**src/rtl/tiny_mcu_pkg.sv**
```systemverilog
package tiny_mcu_pkg;

    localparam int DATA_W  = 8;
    localparam int PC_W    = 5;
    localparam int REG_AW  = 3;
    localparam int OP_W    = 5;
    localparam int WORD_W  = OP_W + DATA_W + REG_AW;
    localparam int IMEM_DEPTH = 1 << PC_W;
    localparam int REG_COUNT  = 1 << REG_AW;

    typedef enum logic [OP_W-1:0] {
        OP_MOV  = 5'd0,
        OP_MOVI = 5'd1,
        OP_IN   = 5'd2,
        OP_OUT  = 5'd3,
        OP_ADD  = 5'd4,
        OP_SUB  = 5'd5,
        OP_BC   = 5'd6
    } opcode_e;

    typedef struct packed {
        opcode_e             op;
        logic [DATA_W-1:0]   data;
        logic [REG_AW-1:0]   rd;
    } instr_t;

    typedef enum logic {
        PH_FETCH = 1'b0,
        PH_EXEC  = 1'b1
    } phase_e;

    typedef struct packed {
        logic                wr;
        logic [REG_AW-1:0]   addr;
        logic [DATA_W-1:0]   val;
    } rf_wr_t;

    function automatic logic [PC_W-1:0] pc_step(input logic [PC_W-1:0] pc);
        return PC_W'(pc + 1'b1);
    endfunction

endpackage

```
**src/rtl/tiny_mcu_progmem.sv**
```systemverilog
module tiny_mcu_progmem #(
    parameter int ADDR_W = 5,
    parameter int WORD_W = 16,
    localparam int DEPTH = 1 << ADDR_W
) (
    input  logic              clk,
    input  logic              we,
    input  logic [ADDR_W-1:0] waddr,
    input  logic [WORD_W-1:0] wdata,
    input  logic [ADDR_W-1:0] raddr,
    output logic [WORD_W-1:0] rdata
);

    logic [WORD_W-1:0] store [DEPTH];

    always_ff @(posedge clk) begin
        if (we) begin
            store[waddr] <= wdata;
        end
    end

    assign rdata = store[raddr];

endmodule

```
**src/rtl/tiny_mcu_regfile.sv**
```systemverilog
module tiny_mcu_regfile #(
    parameter int ADDR_W = 3,
    parameter int DATA_W = 8,
    localparam int COUNT = 1 << ADDR_W
) (
    input  logic              clk,
    input  logic              rst,
    input  logic              we,
    input  logic [ADDR_W-1:0] waddr,
    input  logic [DATA_W-1:0] wdata,
    input  logic [ADDR_W-1:0] raddr_a,
    output logic [DATA_W-1:0] rdata_a,
    input  logic [ADDR_W-1:0] raddr_b,
    output logic [DATA_W-1:0] rdata_b
);

    logic [DATA_W-1:0] regs [COUNT];

    always_ff @(posedge clk) begin
        if (rst) begin
            for (int i = 0; i < COUNT; i++) begin
                regs[i] <= '0;
            end
        end else if (we) begin
            regs[waddr] <= wdata;
        end
    end

    assign rdata_a = regs[raddr_a];
    assign rdata_b = regs[raddr_b];

    // a write lands in the addressed entry and is visible on the next read
    a_r4_write_visible: assert property (@(posedge clk) disable iff (rst)
        (we && raddr_a == waddr) |=> (rdata_a == $past(wdata)) || $past(raddr_a) != raddr_a);

    // reset leaves every register readable as zero
    a_r1_regs_cleared: assert property (@(posedge clk)
        rst |=> (rdata_a == '0 && rdata_b == '0));

endmodule

```
**src/rtl/tiny_mcu_alu.sv**
```systemverilog
module tiny_mcu_alu #(
    parameter int W = 8
) (
    input  logic         sub,
    input  logic [W-1:0] a,
    input  logic [W-1:0] b,
    output logic [W-1:0] res,
    output logic         cout
);

    logic [W:0] wide;

    always_comb begin
        if (sub) begin
            wide = {1'b0, a} - {1'b0, b};
        end else begin
            wide = {1'b0, a} + {1'b0, b};
        end
        res  = wide[W-1:0];
        cout = wide[W];
    end

    // borrow flag matches the magnitude comparison of the operands
    always_comb begin
        if (sub) begin
            a_r9_borrow_is_less: assert (cout == (a < b));
        end
    end

endmodule

```
**src/rtl/tiny_mcu_core.sv**
```systemverilog
module tiny_mcu_core
    import tiny_mcu_pkg::*;
(
    input  logic              clk,
    input  logic              rst,
    input  logic              ld_we,
    input  logic [PC_W-1:0]   ld_addr,
    input  logic [WORD_W-1:0] ld_data,
    output logic [DATA_W-1:0] out_port,
    output logic [PC_W-1:0]   pc_out
);

    phase_e            phase_q;
    logic [PC_W-1:0]   pc_q;
    logic [PC_W-1:0]   pc_d;
    instr_t            ir_q;
    logic              carry_q;
    logic              carry_d;
    logic [DATA_W-1:0] out_q;
    logic [WORD_W-1:0] fetch_word;
    logic [DATA_W-1:0] ext_in;
    logic [DATA_W-1:0] a_val;
    logic [DATA_W-1:0] b_val;
    logic [DATA_W-1:0] alu_res;
    logic              alu_cout;
    logic              is_exec;
    logic              mem_we;
    rf_wr_t            rf_wr;

    assign is_exec = (phase_q == PH_EXEC);
    assign ext_in  = ld_data[REG_AW +: DATA_W];
    assign mem_we  = ld_we & rst;

    tiny_mcu_progmem #(
        .ADDR_W (PC_W),
        .WORD_W (WORD_W)
    ) i_progmem (
        .clk   (clk),
        .we    (mem_we),
        .waddr (ld_addr),
        .wdata (ld_data),
        .raddr (pc_q),
        .rdata (fetch_word)
    );

    tiny_mcu_regfile #(
        .ADDR_W (REG_AW),
        .DATA_W (DATA_W)
    ) i_regfile (
        .clk     (clk),
        .rst     (rst),
        .we      (rf_wr.wr),
        .waddr   (rf_wr.addr),
        .wdata   (rf_wr.val),
        .raddr_a (ir_q.rd),
        .rdata_a (a_val),
        .raddr_b (ir_q.data[REG_AW-1:0]),
        .rdata_b (b_val)
    );

    tiny_mcu_alu #(
        .W (DATA_W)
    ) i_alu (
        .sub  (ir_q.op == OP_SUB),
        .a    (a_val),
        .b    (b_val),
        .res  (alu_res),
        .cout (alu_cout)
    );

    always_comb begin
        rf_wr.wr   = 1'b0;
        rf_wr.addr = ir_q.rd;
        rf_wr.val  = '0;
        carry_d    = carry_q;
        pc_d       = pc_step(pc_q);
        unique case (ir_q.op)
            OP_MOV: begin
                rf_wr.wr  = is_exec;
                rf_wr.val = b_val;
            end
            OP_MOVI: begin
                rf_wr.wr  = is_exec;
                rf_wr.val = ir_q.data;
            end
            OP_IN: begin
                rf_wr.wr  = is_exec;
                rf_wr.val = ext_in;
            end
            OP_ADD, OP_SUB: begin
                rf_wr.wr  = is_exec;
                rf_wr.val = alu_res;
                carry_d   = alu_cout;
            end
            OP_BC: begin
                if (carry_q) begin
                    pc_d = ir_q.data[PC_W-1:0];
                end
            end
            default: ;
        endcase
    end

    always_ff @(posedge clk) begin
        if (rst) begin
            phase_q <= PH_FETCH;
            pc_q    <= '0;
            ir_q    <= '0;
            carry_q <= 1'b0;
            out_q   <= '0;
        end else if (phase_q == PH_FETCH) begin
            ir_q    <= instr_t'(fetch_word);
            phase_q <= PH_EXEC;
        end else begin
            pc_q    <= pc_d;
            carry_q <= carry_d;
            if (ir_q.op == OP_OUT) begin
                out_q <= a_val;
            end
            phase_q <= PH_FETCH;
        end
    end

    assign out_port = out_q;
    assign pc_out   = pc_q;

    // reset clears the visible state
    a_r1_reset_clears: assert property (@(posedge clk)
        rst |=> (pc_out == '0 && out_port == '0 && !carry_q && phase_q == PH_FETCH));

    // the PC holds across a fetch clock
    a_r2_pc_holds_on_fetch: assert property (@(posedge clk) disable iff (rst)
        (phase_q == PH_FETCH) |=> $stable(pc_out));

    // phases alternate
    a_r2_phase_alternates: assert property (@(posedge clk) disable iff (rst)
        (phase_q == PH_FETCH) |=> (phase_q == PH_EXEC));

    // non-branch instructions step the PC by one with wrap
    a_r2_pc_steps: assert property (@(posedge clk) disable iff (rst)
        (is_exec && ir_q.op != OP_BC) |=> (pc_out == PC_W'($past(pc_out) + 1'b1)));

    // a taken branch lands on the data field target
    a_r10_branch_target: assert property (@(posedge clk) disable iff (rst)
        (is_exec && ir_q.op == OP_BC && carry_q) |=> (pc_out == $past(ir_q.data[PC_W-1:0])));

    // a branch leaves carry alone
    a_r10_branch_keeps_carry: assert property (@(posedge clk) disable iff (rst)
        (is_exec && ir_q.op == OP_BC) |=> $stable(carry_q));

    // the output port moves only on an output instruction
    a_r7_out_holds: assert property (@(posedge clk) disable iff (rst)
        !(is_exec && ir_q.op == OP_OUT) |=> $stable(out_port));

    // no program store write while running
    a_r12_no_run_write: assert property (@(posedge clk)
        !rst |-> !mem_we);

endmodule

```
**config.mk**
```make
export PLATFORM = sky130hd
export DESIGN_NAME = tiny_mcu_core
export DESIGN_NICKNAME = d
export VERILOG_FILES = /design/src/rtl/tiny_mcu_pkg.sv /design/src/rtl/tiny_mcu_progmem.sv /design/src/rtl/tiny_mcu_regfile.sv /design/src/rtl/tiny_mcu_alu.sv /design/src/rtl/tiny_mcu_core.sv
export SDC_FILE = /design/constraint.sdc
export NUM_CORES = 1
export LEC_CHECK = 0
export CAP_MARGIN = 20
export CELL_PAD_IN_SITES_DETAIL_PLACEMENT = 1
export CELL_PAD_IN_SITES_GLOBAL_PLACEMENT = 2
export CORE_MARGIN = 10
export CORE_UTILIZATION = 44
export DETAILED_ROUTE_END_ITERATION = 16
export PLACE_DENSITY = 0.83
export SKIP_CTS_REPAIR_TIMING = 1
export SLEW_MARGIN = 25
export SYNTH_ARGS = -nofsm -noshare
export SYNTH_HDL_FRONTEND = slang
export SYNTH_SLANG_ARGS = --single-unit
```
**constraint.sdc**
```tcl
create_clock -name clk -period 3.4 [get_ports clk]
set_input_delay 0.68 -clock clk [delete_from_list [all_inputs] [get_ports clk]]
set_output_delay 0.68 -clock clk [all_outputs]
set_load 0.05 [all_outputs]
```
* After elaboration in Yosys (flattened, before gate mapping)
Memory sizes are Yosys's and may differ from the RTL's. A register that Yosys moved wholly into a read port is not among the register bits.
Cells that the tools add are included.
** Storage, ports and cells
- Bits in registers :: 15
- Bits in latches :: 0
- RAM bits :: 576
- Memory bits (read-only) :: 0
- Input bits :: 24
- Logic and storage cells :: 39
- Memories :: 2
** Operators by class
- Add/sub/neg operators :: 3
- Multiply operators :: 0
- Div/mod/pow operators :: 0
- Magnitude comparators :: 0
- Eq/ne operators :: 6
- Shifts and indexed selects :: 0
- Mux-type cells :: 16
- Bitwise logic cells :: 1
- Reduce and logical (&&, ||, !) cells :: 7
** Memories
- i_progmem.store :: depth 32, bits a word 16, rd ports 1, clocked after Yosys merged registers in 1, wr ports 1, RTL line tiny_mcu_progmem.sv:14 : logic [WORD_W-1:0] store [DEPTH];
- i_regfile.regs :: depth 8, bits a word 8, rd ports 2, clocked after Yosys merged registers in 0, wr ports 8, RTL line tiny_mcu_regfile.sv:17 : logic [DATA_W-1:0] regs [COUNT];
** Operator list (number)
- one-hot mux 8 bit (4 select lines) :: 1
- equality test 5 x 3 -> 1 bit, second input constant :: 3
- equality test 5 x 2 -> 1 bit, second input constant :: 2
- 2-to-1 mux 1 bit :: 10
- 2-to-1 mux 5 bit :: 2
- adder 8 x 8 -> 9 bit :: 1
- 2-to-1 mux 9 bit :: 1
- subtractor 8 x 8 -> 9 bit :: 1
- 2-to-1 mux 8 bit :: 1
- OR reduction 8 bit :: 1
- adder 5 x 1 -> 5 bit, second input constant :: 1
- equality test 5 x 1 -> 1 bit, second input constant :: 1
- zero test 5 bit :: 1
- OR reduction 5 bit :: 1
- AND reduction 2 bit :: 2
- 2-to-1 mux 3 bit :: 1
- OR reduction 2 bit :: 1
- AND 1 bit :: 1
- zero test 1 bit :: 1

* Logic depth before layout (Yosys ltp)
- Depth in word-level cells :: 8
- Gate-level depth with buffers :: 15
- Depth with buffers taken out :: 14

* By module
From an unflattened synthesis, not the netlist that was laid out.
** Unflattened totals
- Cells, all modules :: 1602
- Area total of the unflattened synthesis :: 25874.8 um^2
** Modules (own cells, without submodules)
- tiny_mcu_progmem :: times used 1, cells each 1127, area each 20215.6 um^2, sequential area each 15374.7 um^2
- tiny_mcu_regfile :: times used 1, cells each 222, area each 3525.9 um^2, sequential area each 1921.8 um^2
- tiny_mcu_core :: times used 1, cells each 181, area each 1574.0 um^2, sequential area each 620.6 um^2
- tiny_mcu_alu :: times used 1, cells each 72, area each 559.3 um^2, sequential area each 0.0 um^2

* Least setup slack after synthesis
OpenSTA, ideal clock, no wires.
- Path kind :: register to register
- Start :: register, netlist name ir_q[4]
- End :: memory i_regfile.regs[0][5] (data pin)
- Setup time :: 0.266 ns
- Data arrival time :: 3.460 ns
- Data required time :: 3.134 ns
- Path slack :: -0.326 ns
- Cell stages (with the launch flop) :: 15
- Period minus slack after synthesis :: 3.726 ns
- Path through :: dfxtp_1 -> buf_6 -> mux4_1 -> mux2_2 -> inv_1 -> ha_1 -> a21oi_1 -> ha_1 -> nor2b_1 -> o21ai_0 -> a21boi_0 -> o21a_1 -> or3_1 -> a31oi_2 -> nor2_1
** RTL lines (RTL line)
- end: declaration :: tiny_mcu_regfile.sv:17

==> results.md <==
- Status: complete, but fails checks
- Violated checks: negative setup slack
- Final Cycle Share: 101%
- Via count: 13276
- Power per Cell Area: about 600 nW/um^2
- # fillers: about 5200
- FFs w/ async S/R, synth: 0%
- Placement Setup Slack: -157 ps
- Yosys warns: 0
- CTS buffer count: 61
- Tightest Pin Transition: 843 ps
- Fin nets: approximately 1500
- Die ar.: 66300 sq um
- Overall Global Routing Usage: between 10% and 20%
- FP Rows: 87
- Crit. Startpoint: ir_q[4]$_SDFFE_PP0N_
- CP max FO: 8
- Top post-synthesis cells by area: edfxtp_1 (70%), mux4_2 (15%), dfxtp_1 (2.5%)
- Max H-tree Level: 2
- Vias in the first global route: around 14000
- Synth top cells by count: edfxtp_1 (576), mux4_2 (167), nor2_1 (148)
- Routed length per instance: approximately 29 microns
- Yosys reg bits: 607
- Drt first pass iters: 5
- Syn_nets: 1333
- CP Class: flip-flop to flip-flop
- Clock root buffer: clkbuf_16
- Peak VDD IR: around 0.00045 V
- WL final: between 60000 and 70000 microns
- Cell with the most instances after synthesis: edfxtp_1
- Max Slew Vio Count: 0
- Iteration-0 DRC Markers: 1468
- Worst r2r path cells: 13
- Routability cong.: a little under 0.9
- Final ANT Viol Nets: 0
- I/O pin count: 37
- GRT overflow: 0
- Initial Utilization: about 44%
- RSZ-0062 raised after global routing: true
- Clk_lat worst skew: about 640 ps
- Inserted Diodes: 0
- Crit path to: i_regfile.regs[2][5]$_SDFFCE_PN0P_
- Worst Path Required: about 3800 ps
- Min Clock Period, post-route: between 3000 and 4000 ps
- Clock Pin Slew Worst Setup and Hold Paths: 60 ps
- Synthesized cell area: around 25000 sq um
- Avg Cell Area, Syn: roughly 19 sq um
- Max cap viols: 0
- Initial antenna violation count: 2
- Vias/cell: 5.88
- Final HPWL DP: between 40000 and 50000 microns
- PortBufs: 36
- Die width: between 200 and 300 microns
- Setup Viol. Count Final: 9
- Yosys top cell area share: 69.7%
- Fmax: around 290 MHz
- Worst flop-to-flop path startpoint: ir_q[4]$_SDFFE_PP0N_
- Most used DFF post-synth: edfxtp_1
- HP Start: out_port[7]$_SDFFE_PP0P_
- Layout Skew: ~20 ps
- Largest net degree at the start of global routing: between 50 and 60
- Seq/Total Area, Yosys: just over 70%
- Clock Path Buffers: 3
- Fin Setup TNS: -145 ps
- First-pass GRT wire length: approximately 96000 microns
- Layout cells sized above 1: 30.9%
- Die height: about 260 microns
- Gate Count Post-Synth: 1298
- Slew headroom: a little over two fifths
- Leakage: 0.00904 uW
- Yosys cell types: slightly below 60
- Final hold vios: 0
- FF-to-FF setup slack: -30 ps
- Clk sinks: 607
- CTS tree: done
- RR Endpoint: i_regfile.regs[2][5]$_SDFFCE_PN0P_
- Worst setup margin: -31.9 ps
- Area growth syn-to-layout: 16.6%
- Core footprint: about 56000 sq um
- # DRC: 0
- Hold WC Path Type: flip-flop to flip-flop
- Synth area leader: edfxtp_1
- Crit path DAT: approximately 3800 ps
- CP Capture Type: flip-flop
- Post-synth EDFFs: 576
- CP Launch Type: flip-flop
-- power breakdown --
group | total [uW] | switching [uW] | internal, uW
Combinational | 1840 | 1000 | 839
Sequential | 8350 | 80.1 | 8270
Clock | 6700 | 2870 | 3830
-- final cells by class --
type	instances	area, sq um	area share (%)
inverters	12	47.5	0.164
well taps	756	946	3.27
repair buffers	162	1350	4.68
flip-flops and latches	607	17900	62.0
clock buffers	70	1560	5.39
clock inverters	40	435	1.50
multi-input cells	609	6670	23.0
-- worst min path at each step --
stage / end / slack, ps / cells after the start
floorplan: ir_q[8]$_SDFFE_PP0N_ / 450 / 2
global placement: out_port[6]$_SDFFE_PP0P_ / 470 / 2
detailed placement: out_port[1]$_SDFFE_PP0P_ / 490 / 2
CTS: out_port[7]$_SDFFE_PP0P_ / 510 / 2
global route: out_port[2]$_SDFFE_PP0P_ / 530 / 2
finish: out_port[7]$_SDFFE_PP0P_ / 500 / 2
-- layout by cell type (no fill, tap or decap), drive strengths merged, types with 10 or more instances in the layout --
| cell type | Yosys | layout |
|---|---|---|
| a21oi | 16 | 16 |
| buf | 32 | 132 |
| clkbuf | 38 | 70 |
| clkdlybuf4s50 | 0 | 30 |
| clkinv | 1 | 27 |
| dfxtp | 31 | 31 |
| edfxtp | 576 | 576 |
| ha | 10 | 10 |
| inv | 11 | 13 |
| mux2 | 22 | 22 |
| mux2i | 30 | 30 |
| mux4 | 170 | 170 |
| nand2 | 41 | 41 |
| nand2b | 10 | 10 |
| nand3 | 17 | 17 |
| nor2 | 148 | 148 |
| nor3 | 23 | 23 |
| o21ai | 22 | 22 |
-- worst max-delay path, stage by stage (launching register included) --
cell and delay (ps):
dfxtp_4 420, mux4_2 510, mux2_4 310, inv_4 80
ha_4 200, a21oi_4 150, ha_4 220, nor2b_4 120
o21ai_2 160, a21boi_2 100, o21a_1 190, or3_4 340
a31oi_4 270, nor2_1 90
-- cell families after synthesis --
family / synth area share [%]
DFF: 72.2
AOI/OAI and AO/OA: 2.92
xor gates and xnor gates: 0.388
and+or+nand+nor: 4.67
adders and majority gates: 0.585
muxes: 17.7
buffers and inverters: 1.60
-- per-stage QoR --
| stage | instances | power, uW | area (sq um) | hold slack (ps) | util (%) |
|---|---|---|---|---|---|
| after floorplan | 1298 | 9560 | 24900 | 446 | - |
| after global placement | 2139 | 10200 | 26800 | 473 | 47.8 |
| after detailed placement | 2139 | 10300 | 26800 | 488 | 47.8 |
| after CTS | 2249 | 16900 | 28800 | 506 | 51.3 |
| after global routing | 2256 | 17500 | 29000 | 529 | 51.5 |
| final | 2256 | 16900 | 29000 | 497 | 51.5 |
-- flip-flops by register name, summed over array words and instances (netlist names) --
register and flops:
carry_q 1, out_port 8, pc_out 5, i_regfile.regs 64, ir_q 16, is_exec 1
i_progmem.store 512
-- per-layer routing --
metal,vias up,GRT usage [%],wire (microns)
met5,-,0,25
met4,4,5.60,1610
met3,107,2.94,4100
met2,498,32.8,32400
met1,7071,26.3,26800
li1,5596,-,-
(Power assumes the default switching activity.)
